$ cat config.mk
export PLATFORM = sky130hd
export DESIGN_NAME = pwmfm_channel
export DESIGN_NICKNAME = d
export VERILOG_FILES = /design/src/rtl/pwmfm_pkg.sv /design/src/rtl/pwmfm_divider.sv /design/src/rtl/pwmfm_compare.sv /design/src/rtl/pwmfm_outstage.sv /design/src/rtl/pwmfm_channel.sv
export SDC_FILE = /design/constraint.sdc
export NUM_CORES = 1
export LEC_CHECK = 0
export ABC_AREA = 1
export BUFFER_PORTS_ARGS = -buffer_cell sky130_fd_sc_hd__buf_2
export CORE_MARGIN = 5
export CORE_UTILIZATION = 57
export CTS_CLUSTER_DIAMETER = 150
export DETAILED_ROUTE_END_ITERATION = 12
export MAX_ROUTING_LAYER = met4
export PLACE_DENSITY = 0.81
export SLEW_MARGIN = 20
export SYNTH_ARGS = -nofsm -noshare
export SYNTH_HDL_FRONTEND = slang
export SYNTH_HIERARCHICAL = 1
export SYNTH_SLANG_ARGS = --single-unit
$ cat constraint.sdc
create_clock -name clk -period 3.52 [get_ports clk]
set_input_delay 0 -clock clk [delete_from_list [all_inputs] [get_ports clk]]
set_output_delay 0 -clock clk [all_outputs]
set_load 0.01 [all_outputs]
$ cat src/rtl/pwmfm_pkg.sv
package pwmfm_pkg;
  localparam int CNT_W_DEF  = 16;
  localparam int GDIV_W_DEF = 8;
  localparam int CDIV_W_DEF = 2;

  typedef enum logic {
    LVL_IDLE   = 1'b0,
    LVL_ACTIVE = 1'b1
  } lvl_e;
endpackage

$ cat src/rtl/pwmfm_divider.sv
module pwmfm_divider #(
  parameter int W = 8
) (
  input  logic         clk,
  input  logic         rst_n,
  input  logic         en_i,
  input  logic         in_tick_i,
  input  logic [W-1:0] div_i,
  output logic         tick_o
);
  logic [W-1:0] cnt_q;

  assign tick_o = en_i && in_tick_i && (cnt_q >= div_i);

  always_ff @(posedge clk or negedge rst_n) begin
    if (!rst_n)                  cnt_q <= '0;
    else if (en_i && in_tick_i)  cnt_q <= tick_o ? '0 : cnt_q + 1'b1;
  end

  // after a tick the divider restarts, so a nonzero divide never ticks twice in a row
  p_tick_spacing_r2: assert property (@(posedge clk) disable iff (!rst_n)
    (tick_o && div_i != '0) |=> (!tick_o || div_i == '0));

  // a disabled stage never ticks
  p_no_tick_disabled_r8: assert property (@(posedge clk) disable iff (!rst_n)
    !en_i |-> !tick_o);
endmodule

$ cat src/rtl/pwmfm_compare.sv
module pwmfm_compare #(
  parameter int CNT_W = 16
) (
  input  logic             clk,
  input  logic             rst_n,
  input  logic             tick_i,
  input  logic             gp_mode_i,
  input  logic             duty_wr_i,
  input  logic [CNT_W-1:0] duty_wdata_i,
  input  logic             per_wr_i,
  input  logic [CNT_W-1:0] per_wdata_i,
  input  logic             cnt_wr_i,
  input  logic [CNT_W-1:0] cnt_wdata_i,
  output logic             evt_valid_o,
  output logic             evt_lvl_o,
  output logic [CNT_W-1:0] cnt_o
);
  import pwmfm_pkg::*;

  localparam logic [CNT_W-1:0] CNT_ONE = CNT_W'(1);

  logic [CNT_W-1:0] buf_a_q, buf_b_q, act_a_q, act_b_q, cnt_q;
  logic run_tick, wrap, duty_hit, gp_load;

  assign run_tick = tick_i && !gp_mode_i;
  assign wrap     = run_tick && (cnt_q >= act_b_q);
  assign duty_hit = run_tick && !wrap && (cnt_q == act_a_q);
  assign gp_load  = gp_mode_i && cnt_wr_i;

  // held registers written by software at any time
  always_ff @(posedge clk or negedge rst_n) begin
    if (!rst_n) begin
      buf_a_q <= '0;
      buf_b_q <= '0;
    end else begin
      if (duty_wr_i) buf_a_q <= duty_wdata_i;
      if (per_wr_i)  buf_b_q <= per_wdata_i;
    end
  end

  // working comparators and counter
  always_ff @(posedge clk or negedge rst_n) begin
    if (!rst_n) begin
      act_a_q <= '0;
      act_b_q <= '0;
      cnt_q   <= CNT_ONE;
    end else if (gp_mode_i) begin
      act_a_q <= buf_a_q;
      act_b_q <= buf_b_q;
      if (cnt_wr_i) cnt_q <= cnt_wdata_i;
    end else if (wrap) begin
      act_a_q <= buf_a_q;
      act_b_q <= buf_b_q;
      cnt_q   <= CNT_ONE;
    end else if (run_tick) begin
      cnt_q <= cnt_q + 1'b1;
    end
  end

  always_comb begin
    evt_valid_o = gp_load || wrap || duty_hit;
    if (gp_load || wrap) evt_lvl_o = (buf_a_q != '0) ? LVL_ACTIVE : LVL_IDLE;
    else                 evt_lvl_o = LVL_IDLE;
  end

  assign cnt_o = cnt_q;

  // a running tick never leaves the counter at zero
  p_cnt_nonzero_r2: assert property (@(posedge clk) disable iff (!rst_n)
    run_tick |=> (cnt_q != '0));

  // a restart lands on 1 with the held values in the comparators
  p_restart_load_r6: assert property (@(posedge clk) disable iff (!rst_n)
    wrap |=> (cnt_q == CNT_ONE && act_a_q == $past(buf_a_q) && act_b_q == $past(buf_b_q)));

  // between restarts the comparators do not move in run mode
  p_act_hold_r6: assert property (@(posedge clk) disable iff (!rst_n)
    (!gp_mode_i && !wrap) |=> ($stable(act_a_q) && $stable(act_b_q)));

  // without a tick or a load the counter holds
  p_cnt_hold_r8: assert property (@(posedge clk) disable iff (!rst_n)
    (!run_tick && !gp_load) |=> $stable(cnt_q));

  // a load in general-purpose mode takes the written value
  p_gp_load_r10: assert property (@(posedge clk) disable iff (!rst_n)
    gp_load |=> (cnt_q == $past(cnt_wdata_i)));
endmodule

$ cat src/rtl/pwmfm_outstage.sv
module pwmfm_outstage (
  input  logic clk,
  input  logic rst_n,
  input  logic evt_valid_i,
  input  logic evt_lvl_i,
  input  logic force_a_i,
  input  logic force_b_i,
  input  logic polarity_i,
  output logic pwm_o
);
  import pwmfm_pkg::*;

  lvl_e lvl_q;

  always_ff @(posedge clk or negedge rst_n) begin
    if (!rst_n)           lvl_q <= LVL_IDLE;
    else if (force_a_i)   lvl_q <= LVL_IDLE;
    else if (force_b_i)   lvl_q <= LVL_ACTIVE;
    else if (evt_valid_i) lvl_q <= lvl_e'(evt_lvl_i);
  end

  assign pwm_o = polarity_i ? lvl_q : !lvl_q;

  // a duty-side force always leaves the inactive level
  p_force_a_r9: assert property (@(posedge clk) disable iff (!rst_n)
    force_a_i |=> (lvl_q == LVL_IDLE));

  // a period-side force alone leaves the active level
  p_force_b_r9: assert property (@(posedge clk) disable iff (!rst_n)
    (force_b_i && !force_a_i) |=> (lvl_q == LVL_ACTIVE));

  // with no event and no force the level holds
  p_lvl_hold_r8: assert property (@(posedge clk) disable iff (!rst_n)
    (!evt_valid_i && !force_a_i && !force_b_i) |=> $stable(lvl_q));
endmodule

$ cat src/rtl/pwmfm_channel.sv
module pwmfm_channel
  import pwmfm_pkg::*;
#(
  parameter int CNT_W  = CNT_W_DEF,
  parameter int GDIV_W = GDIV_W_DEF,
  parameter int CDIV_W = CDIV_W_DEF
) (
  input  logic              clk,
  input  logic              rst_n,
  input  logic              glb_en,
  input  logic [GDIV_W-1:0] glb_div,
  input  logic              ch_en,
  input  logic [CDIV_W-1:0] ch_div,
  input  logic              polarity,
  input  logic              gp_mode,
  input  logic              duty_wr,
  input  logic [CNT_W-1:0]  duty_wdata,
  input  logic              per_wr,
  input  logic [CNT_W-1:0]  per_wdata,
  input  logic              cnt_wr,
  input  logic [CNT_W-1:0]  cnt_wdata,
  input  logic              force_a,
  input  logic              force_b,
  output logic              pwm_out,
  output logic [CNT_W-1:0]  cnt_out
);
  logic glb_tick, ch_tick, evt_valid, evt_lvl;

  pwmfm_divider #(.W(GDIV_W)) u_glb_div (
    .clk(clk), .rst_n(rst_n), .en_i(glb_en), .in_tick_i(1'b1),
    .div_i(glb_div), .tick_o(glb_tick)
  );

  pwmfm_divider #(.W(CDIV_W)) u_ch_div (
    .clk(clk), .rst_n(rst_n), .en_i(ch_en), .in_tick_i(glb_tick),
    .div_i(ch_div), .tick_o(ch_tick)
  );

  pwmfm_compare #(.CNT_W(CNT_W)) u_cmp (
    .clk(clk), .rst_n(rst_n), .tick_i(ch_tick), .gp_mode_i(gp_mode),
    .duty_wr_i(duty_wr), .duty_wdata_i(duty_wdata),
    .per_wr_i(per_wr), .per_wdata_i(per_wdata),
    .cnt_wr_i(cnt_wr), .cnt_wdata_i(cnt_wdata),
    .evt_valid_o(evt_valid), .evt_lvl_o(evt_lvl), .cnt_o(cnt_out)
  );

  pwmfm_outstage u_out (
    .clk(clk), .rst_n(rst_n), .evt_valid_i(evt_valid), .evt_lvl_i(evt_lvl),
    .force_a_i(force_a), .force_b_i(force_b), .polarity_i(polarity),
    .pwm_o(pwm_out)
  );

  // a channel tick requires both enables and a shared tick
  p_tick_gated_r8: assert property (@(posedge clk) disable iff (!rst_n)
    ch_tick |-> (glb_tick && ch_en && glb_en));
endmodule

Word-level counts from Yosys, hierarchy flattened
Index checks and enable logic that the tools add are counted.
Word-level totals
  bits of input ports: 69
  word-level logic and storage cells: 50
  output and inout bits: 17
  register bits after elaboration: 91
Operators by class
  reduce and logical (&&, ||, !) cells: 18
  add/subtract/negate cells: 3
  eq/ne operators: 2
  $lt $le $gt $ge: 3
  mux-type cells: 16
Operator list (number)
  $mux 16: 8
  $add 16x1->16 const B: 1
  $eq 16x16->1: 1
  $ge 16x16->1: 1
  $reduce_bool 16->1: 1
  $add 8x1->8 const B: 1
  $ge 8x8->1: 1
  $logic_and 1x1->1: 8
  $mux 8: 1
  $mux 1: 6
  $reduce_bool 3->1: 2
  $logic_not 1->1: 3
  $add 2x1->2 const B: 1
  $ge 2x2->1: 1
  $logic_or 1x1->1: 2
  $mux 2: 1
  $ne 2x1->1 const B: 1
  $reduce_and 2->1: 1
  $reduce_bool 2->1: 1

Logic depth before layout (Yosys ltp)
  depth in word-level cells: 13
  gate-level depth with buffers: 28

By module
Netlist, hierarchy kept.
By module, submodules not included
  pwmfm_compare: area each 4335.4 µm², sequential area each 2003.2 µm², times used 1, cells each 477
  pwmfm_divider at u_glb_div: area each 661.9 µm², sequential area each 200.2 µm², times used 1, cells each 93
  pwmfm_divider at u_ch_div: area each 168.9 µm², sequential area each 50.0 µm², times used 1, cells each 25
  pwmfm_outstage: area each 60.1 µm², sequential area each 25.0 µm², times used 1, cells each 9
  pwmfm_channel: area each 3.8 µm², sequential area each 0.0 µm², times used 1, cells each 1

Worst setup path before layout
No wires, ideal clock.
  path type: reg-to-reg
  start: register u_glb_div.cnt_q[0]
  end: register u_out.lvl_q
  stages on the path, launching flop included: 28
  required time: 3.405 ns
  library setup time: 0.115 ns
  path buffers: 0
  setup slack: 0.867 ns
  arrival: 2.537 ns
  cell sequence: dfrtp_1 inv_1 ha_1 inv_1 nand2_1 nand2_1 nand2_1 nand2_1 nand2_1 nand2_1 nand2_1 nand2_1 inv_1 nand2_1 inv_2 nand2_1 inv_1 inv_1 nor2_1 o211ai_1 nor3_1 nand3_1 nor2_1 nand2_1 nand3_1 nor2_1 nor2_1 nor2_1
Between the ends
  word-level cells in the longest chain between the ends: 11
  elaborated cells between the ends (all ways): 16
  classes of those cells: order compare (1); mux (4); reduce/logical (11)
Ends and longest elaborated chain
  from (decl): line pwmfm_divider.sv:11  | logic [W-1:0] cnt_q;
  from (signal assigned): line pwmfm_divider.sv:17  | else if (en_i && in_tick_i) cnt_q <= tick_o ? '0 : cnt_q + 1'b1;
  $ge 8x8->1 *: line pwmfm_divider.sv:13  | assign tick_o = en_i && in_tick_i && (cnt_q >= div_i);
  $logic_and 1x1->1 *: line pwmfm_divider.sv:13
  net glb_tick: line pwmfm_channel.sv:27  | logic glb_tick, ch_tick, evt_valid, evt_lvl;
  $logic_and 1x1->1 * (2 in series): line pwmfm_divider.sv:13
  net ch_tick: line pwmfm_channel.sv:27
  $logic_and 1x1->1 *: line pwmfm_compare.sv:25  | assign run_tick = tick_i && !gp_mode_i;
  $logic_and 1x1->1: line pwmfm_compare.sv:26  | assign wrap = run_tick && (cnt_q >= act_b_q);
  $logic_not 1->1: line pwmfm_compare.sv:27  | assign duty_hit = run_tick && !wrap && (cnt_q == act_a_q);
  $logic_and 1x1->1 (2 in series): line pwmfm_compare.sv:27
  $logic_or 1x1->1 *: line pwmfm_compare.sv:61  | evt_valid_o = gp_load || wrap || duty_hit;
  net evt_valid: line pwmfm_channel.sv:27
  $reduce_bool 3->1 (no line) *
  to (signal assigned): line pwmfm_outstage.sv:19  | else if (evt_valid_i) lvl_q <= lvl_e'(evt_lvl_i);
  to (decl): line pwmfm_outstage.sv:13  | lvl_e lvl_q;
Mark *: on every way through the listed nets, which the timed path passes. The rest lies on a longest branch. The select of a mux whose other input is x is not followed.
A chain may end at the register's enable or synchronous reset.

Worst setup path in the final report
Same ends and word-level chain as after synthesis.

==> reports/results.tsv <==
stage	metric	value	unit
setup_path	Req. time, crit path	3.77	ns
sta	max_slew headroom	48.57	%
setup_path	R2R Path End	u_out/lvl_q	
power	worst vdd ir	296.7	uV
clocking	Max clock buf depth	2	
logic_synthesis	Main synth FF type	dfrtp_1	
placed_design	DP HPWL	9016	microns
routing	DR vias	4597	
run_status	status	completed	
floorplan	Cell Rows	35	
logic_synthesis	post-synthesis sequential area ratio	43.56	%
setup_path	crit path kind	reg2reg	
worst_hold_path	Min-Delay Path Class	in2reg	
logic_synthesis	yosys warns	6	
sta	Post-Route Skew	0.01310	ns
layout	Nets	834	
clocking	clock slew seen by the registers of the worst setup and hold paths	0.10	ns
floorplan	Core Area	9109	sq um
setup_path	CP bufs+invs	6	
sta	RSZ-0062 raised after global routing	false	
floorplan	height of the die	105.8	microns
placed_design	placed instance area	5736	sq um
layout	fin util	70.07	%
global_route	Total GRT Usage	23.76	%
clocking	H-tree Lvls	3	
power	switching pwr	1.127	mW
placed_design	GP Congestion	0.9022	
power	Leakage	3.254	nW
worst_hold_path	worst hold endpoint	u_cmp/cnt_o[12]	
global_route	initial antenna violation count	0	
sta	Least-Margin Pin Slew	0.7714	ns
setup_path	critical path's most frequent cell	nand2_1	
clocking	CTS tree	done	
sta	final max-slew violation count	0	
power	Seq pwr share	46.5	%
clocking	CTS buffer count	9	
placed_design	I/O Buffers	85	
power	sw frac	37.23	%
clocking	Post-CTS Setup Bufs	0	
setup_path	register-to-register path setup slack	0.48	ns
power	Combinational Power Share	31.5	%
setup_path	Worst path max stage delay	0.39	ns
clocking	Clock Sinks	91	
setup_path	Worst setup EP type	flip-flop	
power	Power Density	474.1	nW/um^2
sta	fin crit period	3.039	ns
layout	Ant. Diodes	0	
power	Internal Power	1.899	mW
sta	Max Fclk	329.1	MHz
routing	DRC viols	0	
global_route	vias in the first global route	4420	
logic_synthesis	Synth Cell Area	5230	sq um
sta	hold_ws	0.008221	ns
setup_path	Crit path max-delay family	simple AND/OR/NAND/NOR gates	
sta	crit share post-route	86.33	%
routing	Post-Route WL	12680	microns
floorplan	# IOs	86	
layout	cell area after layout	6382	sq um
global_route	first-pass GRT wire length	21020	microns
worst_hold_path	worst hold path cell count	3	
logic_synthesis	Area contributors post-synth	dfrtp_1 (43%), nand2_1 (9.0%), ha_1 (6.7%)	
logic_synthesis	EDFF count, synth	0	
setup_path	Worst path slowest cell	dfrtp_1	
setup_path	startpoint types	flip-flop	
power	clock share of power	22.0	%
logic_synthesis	Seq cells post-synth	91	
logic_synthesis	top-area cell type share of the netlist area	43.06	%
logic_synthesis	Netlist cell types	36	
routing	Avg WL per Cell	14.86	microns
global_route	largest net degree at the start of global routing	61	
setup_path	WP data arrival	3.28	ns
clocking	root buffer cell	clkbuf_8	
logic_synthesis	Syn Area/Cell	8.645	sq um
routing	initial DRC count	251	
setup_path	RR Startpoint	u_glb_div/cnt_q[0]	
setup_path	R2R depth	27	
layout	synthesis-to-finish area growth	22.03	%
global_route	gr ovfl total	0	
routing	vias per inst	5.389	
layout	layout cell share with drive strength beyond 1	24.66	%
sta	setup TNS	0	ns
routing	first-pass detailed-route iteration total	5	
clocking	Skew-Pair Late Insertion Delay	0.35	ns
sta	Hold Vio Cnt, Final	0	
power	Tot Pwr	3.026	mW
routing	post-route ant nets	0	
floorplan	Die Area	11190	sq um
floorplan	Die Span X	105.8	microns
logic_synthesis	Async S/R FF share, synth	100.0	%
logic_synthesis	leading area contributor after synthesis	dfrtp_1	
logic_synthesis	Mapped Cells	605	
worst_hold_path	HP Start	cnt_wdata[12]	
run	Max Cap Viol	0	
setup_path	worst-path fanout max	6	
sta	count of final setup violators	0	
floorplan	Starting Density	57.42	%
## how the worst max path moves through the flow
stage / startpoint / to / slack (ns) / depth (start not counted)
2_1_floorplan: u_glb_div/cnt_q[0] / u_out/lvl_q / 0.87 / 27
3_3_place_gp: u_glb_div/cnt_q[0] / u_cmp/cnt_o[0] / 0.67 / 24
3_5_place_dp: u_glb_div/cnt_q[0] / u_cmp/cnt_o[0] / 0.45 / 24
4_1_cts: u_glb_div/cnt_q[0] / u_out/lvl_q / 0.44 / 27
5_1_grt: u_glb_div/cnt_q[0] / u_out/lvl_q / 0.08 / 28
6_report: u_glb_div/cnt_q[0] / u_out/lvl_q / 0.48 / 27
## power groups by stage
stage	logic [mW]	registers (mW)	clock network, mW
after CTS	0.949	1.40	0.684
after global placement	0.851	1.41	0
after global routing	1.08	1.43	0.725
after floorplan	0.648	1.38	0
final	0.952	1.41	0.667
after detailed placement	0.905	1.42	0
## logic make-up (layout without fill, tap and decap cells)
family	count (synthesis)	count (layout)	synth area share (%)
compound gates	89	89	10.60
flops	91	91	43.56
mux	28	28	6.029
fa+ha+maj	28	28	6.699
xor+xnor	18	18	3.014
buf+inv	106	241	8.900
simple gates	244	244	21.12
other cells	1	3	0.07170
## metal layers
| layer | up-vias | routed length, microns | GRT usage, % |
|---|---|---|---|
| met1 | 2207 | 5476 | 30.35 |
| li1 | 2229 | - | - |
| met5 | - | 0 | - |
| met4 | 0 | 187 | 6.846 |
| met3 | 15 | 711 | 3.246 |
| met2 | 146 | 6305 | 39.80 |
## worst register-to-register path, stage by stage (launching register included)
cell and delay (ns):
dfrtp_1 0.39, inv_1 0.11, ha_1 0.30, inv_1 0.05, nand2_1 0.06, nand2_1 0.05, nand2_1 0.05, nand2_1 0.04
nand2_1 0.05, nand2_1 0.10, nand2_1 0.19, nand2_1 0.07, inv_1 0.09, nand2_1 0.09, inv_2 0.07, nand2_1 0.06
inv_1 0.05, inv_1 0.04, nor2_2 0.19, o211ai_1 0.13, nor3_1 0.17, nand3_1 0.09, nor2_1 0.10, nand2_1 0.05
nand3_1 0.08, nor2_1 0.07, nor2_1 0.13, nor2_1 0.05
## state kept, by name (all words and copies together), names as in the netlist
signal,count
u_ch_div/cnt_q,2
u_cmp/act_a_q,16
u_glb_div/cnt_q,8
u_cmp/cnt_o,16
u_cmp/buf_b_q,16
u_cmp/act_b_q,16
u_cmp/buf_a_q,16
u_out/lvl_q,1
## placed cells by master, fill, tap and decap left out, types with 28 or more instances in the layout
master         count
ha_1              28
dlygate4sd3_1     46
inv_1             85
nand3_1           36
nor2_1            38
nand2_1          125
mux2_2            28
buf_2             84
dfrtp_1           90
a21oi_1           28
o21ai_0           28
## Yosys cell counts (2+ instances only)
cell / number
nor3_4: 2
inv_2: 2
nand4_1: 14
dfrtp_1: 90
nand3_2: 4
buf_2: 4
a21oi_1: 28
clkinv_1: 2
mux2_2: 28
a21oi_2: 5
nor4_1: 2
xor2_1: 14
o22ai_1: 4
o21ai_2: 20
nor3_1: 8
inv_1: 85
buf_6: 5
o21a_1: 2
nor2_1: 39
nand2_2: 11
clkbuf_1: 5
o21ai_0: 28
xnor2_1: 4
nand2_1: 125
nand3_1: 36
ha_1: 28
## repair_timing
action                                  CTS  global route
hold buffers                             46             0
resized for setup                         0             1
endpoints found under the setup margin    0             1
endpoints found under the hold margin   102             0
## through the flow
step,instances,setup WS [ns]
detailed placement,791,0.4534
finish,853,0.4811
global placement,791,0.6713
global route,853,0.07880
CTS,853,0.4350
floorplan,607,0.8670
## final cells by class
type | count | area, sq um
Clock buffer | 10 | 137.6
Clock inverter | 6 | 46.29
Inverter | 89 | 334.1
Timing Repair Buffer | 136 | 950.9
Fill cell | 683 | 2726
Multi-Input combinational cell | 410 | 2496
Tap cell | 111 | 138.9
Sequential cell | 91 | 2278
Note: power is estimated with default switching activity, not from simulation.
